[config.mk]
export PLATFORM = sky130hd
export DESIGN_NAME = tmr_pair
export DESIGN_NICKNAME = d
export VERILOG_FILES = /design/src/rtl/tmr_pkg.sv /design/src/rtl/tmr_edge_sync.sv /design/src/rtl/tmr_channel.sv /design/src/rtl/tmr_pair.sv
export SDC_FILE = /design/constraint.sdc
export NUM_CORES = 1
export LEC_CHECK = 0
export ABC_AREA = 0
export BUFFER_PORTS_ARGS = -buffer_cell sky130_fd_sc_hd__clkbuf_2
export CAP_MARGIN = 20
export CORE_MARGIN = 3
export CORE_UTILIZATION = 25
export DETAILED_ROUTE_END_ITERATION = 8
export HOLD_SLACK_MARGIN = 0.15
export PLACE_DENSITY = 0.49
export RECOVER_POWER = 50
export SLEW_MARGIN = 30
export SYNTH_ARGS = -nofsm -noshare
export SYNTH_HDL_FRONTEND = slang
export SYNTH_SLANG_ARGS = --single-unit
[constraint.sdc]
create_clock -name clk -period 2.5 [get_ports clk]
set_input_delay 0 -clock clk [delete_from_list [all_inputs] [get_ports clk]]
set_output_delay 0 -clock clk [all_outputs]
set_load 0.01 [all_outputs]
[src/rtl/tmr_pkg.sv]
package tmr_pkg;
  typedef enum logic [1:0] {
    MODE_13     = 2'd0,
    MODE_16     = 2'd1,
    MODE_RELOAD = 2'd2,
    MODE_SPLIT  = 2'd3
  } tmr_mode_e;

  typedef struct packed {
    logic      gate;
    logic      ext_src;
    tmr_mode_e mode;
  } chan_cfg_t;

  localparam int ADDR_CTRL  = 0;
  localparam int ADDR_MODE  = 1;
  localparam int ADDR_C0_LO = 2;
  localparam int ADDR_C0_HI = 3;
  localparam int ADDR_C1_LO = 4;
  localparam int ADDR_C1_HI = 5;

  localparam int CTRL_RUN_LSB  = 0;
  localparam int CTRL_FLAG_LSB = 2;
endpackage

[src/rtl/tmr_edge_sync.sv]
module tmr_edge_sync #(
  parameter int STAGES = 2
) (
  input  logic clk,
  input  logic rst_n,
  input  logic pin,
  output logic fall
);
  localparam int LAST = STAGES - 1;

  logic [STAGES-1:0] sh_q;
  logic              prev_q;

  always_ff @(posedge clk or negedge rst_n) begin
    if (!rst_n) begin
      sh_q   <= '0;
      prev_q <= 1'b0;
    end else begin
      sh_q   <= {sh_q[STAGES-2:0], pin};
      prev_q <= sh_q[LAST];
    end
  end

  assign fall = prev_q & ~sh_q[LAST];
endmodule

[src/rtl/tmr_channel.sv]
module tmr_channel
  import tmr_pkg::*;
#(
  parameter int BYTE_W    = 8,
  parameter int PRE_W     = 5,
  parameter bit HAS_SPLIT = 1'b1
) (
  input  logic              clk,
  input  logic              rst_n,
  input  tmr_mode_e         mode,
  input  logic              inc,
  input  logic              hi_inc,
  input  logic              wr_lo,
  input  logic              wr_hi,
  input  logic [BYTE_W-1:0] wdata,
  output logic [BYTE_W-1:0] lo,
  output logic [BYTE_W-1:0] hi,
  output logic              wrap_main,
  output logic              wrap_hi
);
  localparam int W13 = PRE_W + BYTE_W;
  localparam int W16 = 2 * BYTE_W;

  logic [BYTE_W-1:0] lo_n, hi_n;
  logic [W13:0]      s13;
  logic [W16:0]      s16;
  logic [BYTE_W:0]   s8;
  logic              split_ok;

  generate
    if (HAS_SPLIT) begin : g_split
      assign split_ok = 1'b1;
    end else begin : g_nosplit
      assign split_ok = 1'b0;
    end
  endgenerate

  always_comb begin
    lo_n      = lo;
    hi_n      = hi;
    wrap_main = 1'b0;
    wrap_hi   = 1'b0;
    s13       = {1'b0, hi[PRE_W-1:0], lo} + 1'b1;
    s16       = {1'b0, hi, lo} + 1'b1;
    s8        = {1'b0, lo} + 1'b1;
    unique case (mode)
      MODE_13: if (inc) begin
        lo_n              = s13[BYTE_W-1:0];
        hi_n[PRE_W-1:0]   = s13[BYTE_W +: PRE_W];
        wrap_main         = s13[W13];
      end
      MODE_16: if (inc) begin
        lo_n      = s16[BYTE_W-1:0];
        hi_n      = s16[BYTE_W +: BYTE_W];
        wrap_main = s16[W16];
      end
      MODE_RELOAD: if (inc) begin
        wrap_main = s8[BYTE_W];
        lo_n      = s8[BYTE_W] ? hi : s8[BYTE_W-1:0];
      end
      MODE_SPLIT: if (split_ok) begin
        if (inc) begin
          lo_n      = s8[BYTE_W-1:0];
          wrap_main = s8[BYTE_W];
        end
        if (hi_inc) begin
          hi_n    = hi + 1'b1;
          wrap_hi = &hi;
        end
      end
    endcase
    if (wr_lo) lo_n = wdata;
    if (wr_hi) hi_n = wdata;
  end

  always_ff @(posedge clk or negedge rst_n) begin
    if (!rst_n) begin
      lo <= '0;
      hi <= '0;
    end else begin
      lo <= lo_n;
      hi <= hi_n;
    end
  end
endmodule

[src/rtl/tmr_pair.sv]
module tmr_pair
  import tmr_pkg::*;
#(
  parameter int BYTE_W      = 8,
  parameter int PRE_W       = 5,
  parameter int SYNC_STAGES = 2,
  parameter int ADDR_W      = 3
) (
  input  logic              clk,
  input  logic              rst_n,
  input  logic              tick_en,
  input  logic [1:0]        cnt_pin,
  input  logic [1:0]        gate_pin,
  input  logic [1:0]        irq_ack,
  input  logic [ADDR_W-1:0] reg_addr,
  input  logic [BYTE_W-1:0] reg_wdata,
  input  logic              reg_we,
  output logic [BYTE_W-1:0] reg_rdata,
  output logic [1:0]        ovf_flag
);
  localparam int NCH   = 2;
  localparam int CFG_W = $bits(chan_cfg_t);

  logic [NCH-1:0]             run_q, flag_q;
  chan_cfg_t [NCH-1:0]        cfg_q;
  logic [NCH-1:0][BYTE_W-1:0] cnt_lo, cnt_hi;
  logic [NCH-1:0]             fall, inc, hi_inc, wrap_main, wrap_hi;
  logic [NCH-1:0]             wr_lo, wr_hi, set_hw;
  logic                       wr_ctrl, wr_mode, split0;

  assign wr_ctrl = reg_we && (reg_addr == ADDR_W'(ADDR_CTRL));
  assign wr_mode = reg_we && (reg_addr == ADDR_W'(ADDR_MODE));
  assign split0  = (cfg_q[0].mode == MODE_SPLIT);

  assign hi_inc[0] = run_q[1] & tick_en;
  assign hi_inc[1] = 1'b0;

  genvar g;
  generate
    for (g = 0; g < NCH; g++) begin : g_ch
      assign wr_lo[g] = reg_we && (reg_addr == ADDR_W'(ADDR_C0_LO + 2 * g));
      assign wr_hi[g] = reg_we && (reg_addr == ADDR_W'(ADDR_C0_HI + 2 * g));
      assign inc[g]   = run_q[g] & (~cfg_q[g].gate | gate_pin[g]) &
                        (cfg_q[g].ext_src ? fall[g] : tick_en);

      tmr_edge_sync #(.STAGES(SYNC_STAGES)) u_sync (
        .clk  (clk),
        .rst_n(rst_n),
        .pin  (cnt_pin[g]),
        .fall (fall[g])
      );

      tmr_channel #(
        .BYTE_W   (BYTE_W),
        .PRE_W    (PRE_W),
        .HAS_SPLIT(g == 0)
      ) u_chan (
        .clk      (clk),
        .rst_n    (rst_n),
        .mode     (cfg_q[g].mode),
        .inc      (inc[g]),
        .hi_inc   (hi_inc[g]),
        .wr_lo    (wr_lo[g]),
        .wr_hi    (wr_hi[g]),
        .wdata    (reg_wdata),
        .lo       (cnt_lo[g]),
        .hi       (cnt_hi[g]),
        .wrap_main(wrap_main[g]),
        .wrap_hi  (wrap_hi[g])
      );
    end
  endgenerate

  assign set_hw[0] = wrap_main[0];
  assign set_hw[1] = split0 ? wrap_hi[0] : (wrap_main[1] | wrap_hi[1]);

  always_ff @(posedge clk or negedge rst_n) begin
    if (!rst_n) begin
      run_q  <= '0;
      flag_q <= '0;
      cfg_q  <= '0;
    end else begin
      if (wr_mode) cfg_q <= reg_wdata[NCH*CFG_W-1:0];
      if (wr_ctrl) begin
        run_q  <= reg_wdata[CTRL_RUN_LSB  +: NCH];
        flag_q <= reg_wdata[CTRL_FLAG_LSB +: NCH];
      end else begin
        for (int c = 0; c < NCH; c++) begin
          if (set_hw[c])       flag_q[c] <= 1'b1;
          else if (irq_ack[c]) flag_q[c] <= 1'b0;
        end
      end
    end
  end

  always_comb begin
    reg_rdata = '0;
    case (reg_addr)
      ADDR_W'(ADDR_CTRL): begin
        reg_rdata[CTRL_RUN_LSB  +: NCH] = run_q;
        reg_rdata[CTRL_FLAG_LSB +: NCH] = flag_q;
      end
      ADDR_W'(ADDR_MODE):  reg_rdata[NCH*CFG_W-1:0] = cfg_q;
      ADDR_W'(ADDR_C0_LO): reg_rdata = cnt_lo[0];
      ADDR_W'(ADDR_C0_HI): reg_rdata = cnt_hi[0];
      ADDR_W'(ADDR_C1_LO): reg_rdata = cnt_lo[1];
      ADDR_W'(ADDR_C1_HI): reg_rdata = cnt_hi[1];
      default:             reg_rdata = '0;
    endcase
  end

  assign ovf_flag = flag_q;
endmodule

==> metrics, run 1 <==
post-synth top area share=34.72%; remaining global-route overflow=0; H-Tree Depth=2; largest net degree at the start of global routing=29; core box area=13990 sq um; Leakage Power=1.667 nW; Hold Vio Cnt, Final=0; Synth Cell Area=3603 sq um; setup ws final=0.2556 ns; ys async rst share=100.0%; fin util=a little under a third; number of flops mapped to enable cells by yosys=0; Setup TNS Final=0 ns; Starting DRT DRC Count=508; die height=126.1 microns; largest cells by area after synthesis=dfrtp_1 (35%), ha_1 (4.2%), o21ai_0 (3.9%); Clk Latency, worst-skew pair=0.30 ns; remaining antenna violation count after routing=0; Setup Buffers After CTS=0; final WL=~12000 microns; Placed Area=roughly 4000 sq um; n_diodes=0; proportion of synthesized chip area in sequential cells=between 30% and 40%; Max Freq=445.6 MHz; FF-to-FF End=g_ch[0].u_chan.lo[2]; first-pass GRT wire length=19620 microns; worst reg-to-reg setup slack=0.26 ns; dominant synthesized flop cell=dfrtp_1; crit path time final=between 2 and 2.5 ns; DR WL/cell=just under 20 microns; CP startpoint kind=flip-flop; final slew viol count=29; WP data arrival=roughly 2.4 ns; All-Layer GR Usage=about 16%; number of global-route vias before repair=3380; CP endpoint kind=flip-flop; Worst R2R Path Depth=6; Slew headroom=-16.22%; clk slew on worst S/H paths=0.07 ns; count of unique library cells instantiated by Yosys=66; Hold Crit Class=in2reg; Syn Area/Cell=8.768 sq um; Slew @ Worst Pin=1.743 ns; DP Worst Slack=about 0.34 ns; period utilization=around 90%; Worst Path Required=~2.7 ns; via count=3486; clock buffer count from CTS=5; Synth area leader=dfrtp_1; violated checks=max-capacitance violations, max-slew violations; GP Congestion=0.8898; worst vdd ir=300.1 uV; Max Cap Viol=1; crit path from=cfg_q[1]; PD cells=between 800 and 900 nW/um^2; Finished Cell Area=4222 sq um; TritonCTS clock tree=yes; port bufs=30; Critical Path End=g_ch[0].u_chan.lo[2]; Die Span X=126.1 microns; # DRC=0; clock skew=about 0.0049 ns; Ys Warns=0; Initial Util=25.76%; crit path kind=reg2reg; Placed Cells=608; Ports=31; Post-Layout Cell Count=628; RSZ-0062 raised after global routing=false; Die ar.=about 16000 sq um; Syn Nets=444; initial antenna violation count=0; First-pass DRT Iterations=5; Clock Sinks=50; Rows=43; synthesized flop and latch total=50; nets=480; via/cell ratio=5.551; share of layout cells above drive strength 1=14.73%; status=complete, but fails checks; # setup viols final=0; gate count after technology mapping=approximately 400; filler cell count=1493; cell with the most instances after synthesis=dfrtp_1; Synth-to-Final Area Change=17.15%; clock buffer depth=2; Max Fanout on Critical Path=10; commonest cells in the netlist=dfrtp_1 (50), nand2_1 (33), nor2_1 (32); DP Wirelength=9023 microns; clk root buf=clkbuf_16; RR Startpoint=cfg_q[1]
==> stage by stage <==
step / hold WS [ns] / power, mW
5_1_grt: 0.2446 / 4.044
4_1_cts: 0.2237 / 3.774
3_5_place_dp: 0.1110 / 2.943
6_report: 0.2321 / 3.786
3_3_place_gp: 0.1144 / 2.930
2_1_floorplan: -0.2956 / 2.437
==> sequential cells by signal, summed over array words and instances (netlist names) <==
signal and count:
g_ch.u_chan.hi 16, g_ch.u_chan.lo 16, cfg_q 8, g_ch.u_sync.sh_q 4, g_ch.u_sync.prev_q 2, ovf_flag 2, run_q 2
==> placed cells by master, fill, tap and decap left out, drive strengths merged, types with 7 or more instances in the layout <==
master       count
nor2b           11
nand3           17
o21ai           29
mux2             9
a21oi           24
nand2           33
nor3            12
o31ai            7
dlygate4sd3     12
dfrtp           50
xnor2           14
nor2            32
clkbuf          39
ha              12
inv             19
o22ai           11
buf              8
and2             7
a22oi           10
==> critical path: stages (launching register included) <==
cell	delay [ns]
dfrtp_1	0.41
inv_1	0.11
ha_1	0.31
or4_1	0.56
nand3_1	0.31
o21ai_0	0.16
a211oi_1	0.29
==> worst min path at each step <==
stage,startpoint,to,slack [ns],cells past startpoint
floorplan,rst_n,cfg_q[0],-0.30,0
global placement,rst_n,g_ch[0].u_chan.lo[1],0.11,1
detailed placement,cnt_pin[1],g_ch[1].u_sync.sh_q[0],0.11,1
CTS,irq_ack[1],ovf_flag[1],0.22,4
global route,irq_ack[1],ovf_flag[1],0.24,4
finish,irq_ack[1],ovf_flag[1],0.23,4
==> cell type report <==
class	instances	area, sq um	share of cell area [%]
Clock buffer	7	132.6	3.142
Inverter	19	71.32	1.689
Timing Repair Buffer	52	334.1	7.913
Multi-Input combinational cell	319	2177	51.57
Clock inverter	1	30.03	0.7113
Sequential cell	50	1251	29.64
Tap cell	180	225.2	5.335
==> kinds of logic (layout without fill, tap and decap cells) <==
kind of cell / count (synthesis) / after routing / share of synthesized area, %
xor+xnor: 19 / 19 / 4.618
buf+inv: 42 / 79 / 5.035
compound gates: 122 / 122 / 23.23
flops: 50 / 50 / 34.72
fa+ha+maj: 12 / 12 / 4.167
mux: 17 / 17 / 5.729
simple gates: 149 / 149 / 22.50
==> layer usage <==
metal	GRT usage (%)	vias to the layer above	wire length [microns]
li1	-	1592	-
met1	22.99	1710	5729
met2	23.19	164	5369
met3	2.332	20	906
met4	5.994	0	382
met5	0	-	0
==> power by group <==
group	switching, mW	total (mW)	internal [mW]
Clock	0.324	0.799	0.475
Combinational	0.836	1.48	0.640
Sequential	0.460	1.51	1.05
Total	1.62	3.79	2.16
==> repair_timing <==
item | in CTS | in global routing
endpoints found under the setup margin | 0 | 0
gates resized for setup | 0 | 0
hold buffers | 12 | 0
hold endpoints to repair | 58 | 0
(Power assumes the default switching activity.)
==> run 2: changes to the inputs <==
Settings changed: REMOVE_ABC_BUFFERS from default to 1, SYNTH_HIERARCHICAL from default to 1.
==> metrics, run 2 <==
core box area=13990 sq um; DP Worst Slack=roughly 0.49 ns; clock buffer count from CTS=5; nets=466; Max Freq=around 490 MHz; crit path kind=reg2reg; Hold WS=~0.15 ns; Worst R2R Path Depth=9; Die Span X=126.2 microns; largest net degree at the start of global routing=51; WP data arrival=approximately 2.3 ns; First-pass DRT Iterations=5; Clk Latency, worst-skew pair=around 0.30 ns; Die ar.=between 15000 and 20000 sq um; final WL=roughly 11000 microns; All-Layer GR Usage=14.34%; Syn Area/Cell=9.082 sq um; Synth Cell Area=~3600 sq um; Setup TNS Final=0 ns; worst reg-to-reg setup slack=0.46 ns; PD cells=822.2 nW/um^2; via/cell ratio=5.330; gate count after technology mapping=slightly below 400; hold path endpoint=ovf_flag[0]; n_diodes=0; Synth-to-Final Area Change=16.55%; initial antenna violation count=0; Leakage Power=1.665 nW; hold wc startpoint=reg_we; number of global-route vias before repair=3121; DP Wirelength=about 8500 microns; first-pass GRT wire length=18240 microns; via count=between 3k and 4k; Hold Vio Cnt, Final=0; port bufs=30; H-Tree Depth=2; total chip power=between 3 and 4 mW; Cells on Worst Hold Path=4; commonest non-fill, non-tap cell in the layout=dfrtp_1; most frequent cells in the layout=dfrtp_1 (50), nand2_1 (31), clkbuf_2 (29); # DRC=0; remaining antenna violation count after routing=0; DR WL/cell=18.50 microns; status=complete, no violations; FF-to-FF End=ovf_flag[0]; Worst Path Required=2.72 ns; Post-CTS Resized=0; Ys Warns=6; FF/Latch Area=1251 sq um; biggest regs=g_ch.u_chan/hi x16, g_ch.u_chan/lo x16, cfg_q x8; Initial Util=25.84%; Slew @ Worst Pin=1.350 ns; Rows=43; Slew headroom=9.974%; RR Startpoint=g_ch[0].u_sync/sh_q[1]; worst vdd ir=roughly 370 uV; CP endpoint kind=flip-flop; clock buffer depth=2; clk root buf=clkbuf_16; crit path time final=2.035 ns; clk slew on worst S/H paths=0.07 ns; GP Congestion=0.8940; Setup Buffers After CTS=0; Clock Sinks=50; CP startpoint kind=flip-flop; Ports=31; # setup viols final=0; Starting DRT DRC Count=284; clock skew=~0.0075 ns; area of the multi-input gates=2138 sq um; die height=~130 microns; RSZ-0062 raised after global routing=false; period utilization=81.40%; final slew viol count=0; filler cell count=1499; TritonCTS clock tree=yes; Max Cap Viol=0; Hold Crit Class=in2reg; setup ws final=~0.46 ns; share of layout cells above drive strength 1=18.49%; Max Fanout on Critical Path=4; remaining global-route overflow=0
==> run 2: layout make-up <==
| cell class | count | share of cell area [%] |
|---|---|---|
| Sequential cell | 50 | 29.70 |
| Clock buffer | 6 | 3.297 |
| Clock inverter | 1 | 0.7128 |
| Tap cell | 180 | 5.346 |
| Timing Repair Buffer | 51 | 7.960 |
| Inverter | 25 | 2.228 |
| Multi-Input combinational cell | 305 | 50.76 |
==> run 2: timing repair <==
action | CTS | global route
endpoints found under the hold margin | 88 | 0
hold buffers | 13 | 0
setup endpoints to repair | 0 | 0
==> run 2: power by group <==
part,internal (mW),switching [mW]
registers,1.02,0.428
logic,0.552,0.651
clock network,0.495,0.315
total,2.07,1.39
==> run 2: stage by stage <==
step,instances,instance area (sq um),util (%)
after floorplan,380,3495,-
after global placement,598,3930,28.09
after detailed placement,598,3930,28.09
after CTS,618,4229,30.23
after global routing,618,4213,30.12
final,618,4213,30.12
==> run 2: worst max-delay path by stage <==
stage / startpoint / to / slack [ns] / cells after the start
global placement: g_ch[0].u_sync/sh_q[1] / ovf_flag[0] / 0.48 / 9
CTS: g_ch[0].u_sync/sh_q[1] / ovf_flag[0] / 0.47 / 9
global route: cfg_q[5] / ovf_flag[1] / 0.25 / 8
finish: g_ch[0].u_sync/sh_q[1] / ovf_flag[0] / 0.46 / 9
detailed placement: g_ch[0].u_sync/sh_q[1] / ovf_flag[0] / 0.49 / 9
floorplan: g_ch[0].u_sync/sh_q[1] / ovf_flag[0] / 0.30 / 9
==> run 2: per-layer routing <==
metal	up-vias	track usage, %	part of all wire, %	wire length, microns
met2	93	22.94	46	5251
met4	0	1.893	0.57	65
met3	7	2.163	5.3	601
met1	1630	21.05	48	5512
met5	-	0	0	0
li1	1564	-	-	-
==> run 2: critical path, stage by stage, from the launching register on <==
cell     delay (ns)
dfrtp_1        0.41
nor2b_4        0.10
mux2i_1        0.07
nor2_1         0.16
nor2b_1        0.27
nand3_1        0.10
or4_1          0.52
a21oi_1        0.15
a21oi_1        0.05
o21ai_0        0.13
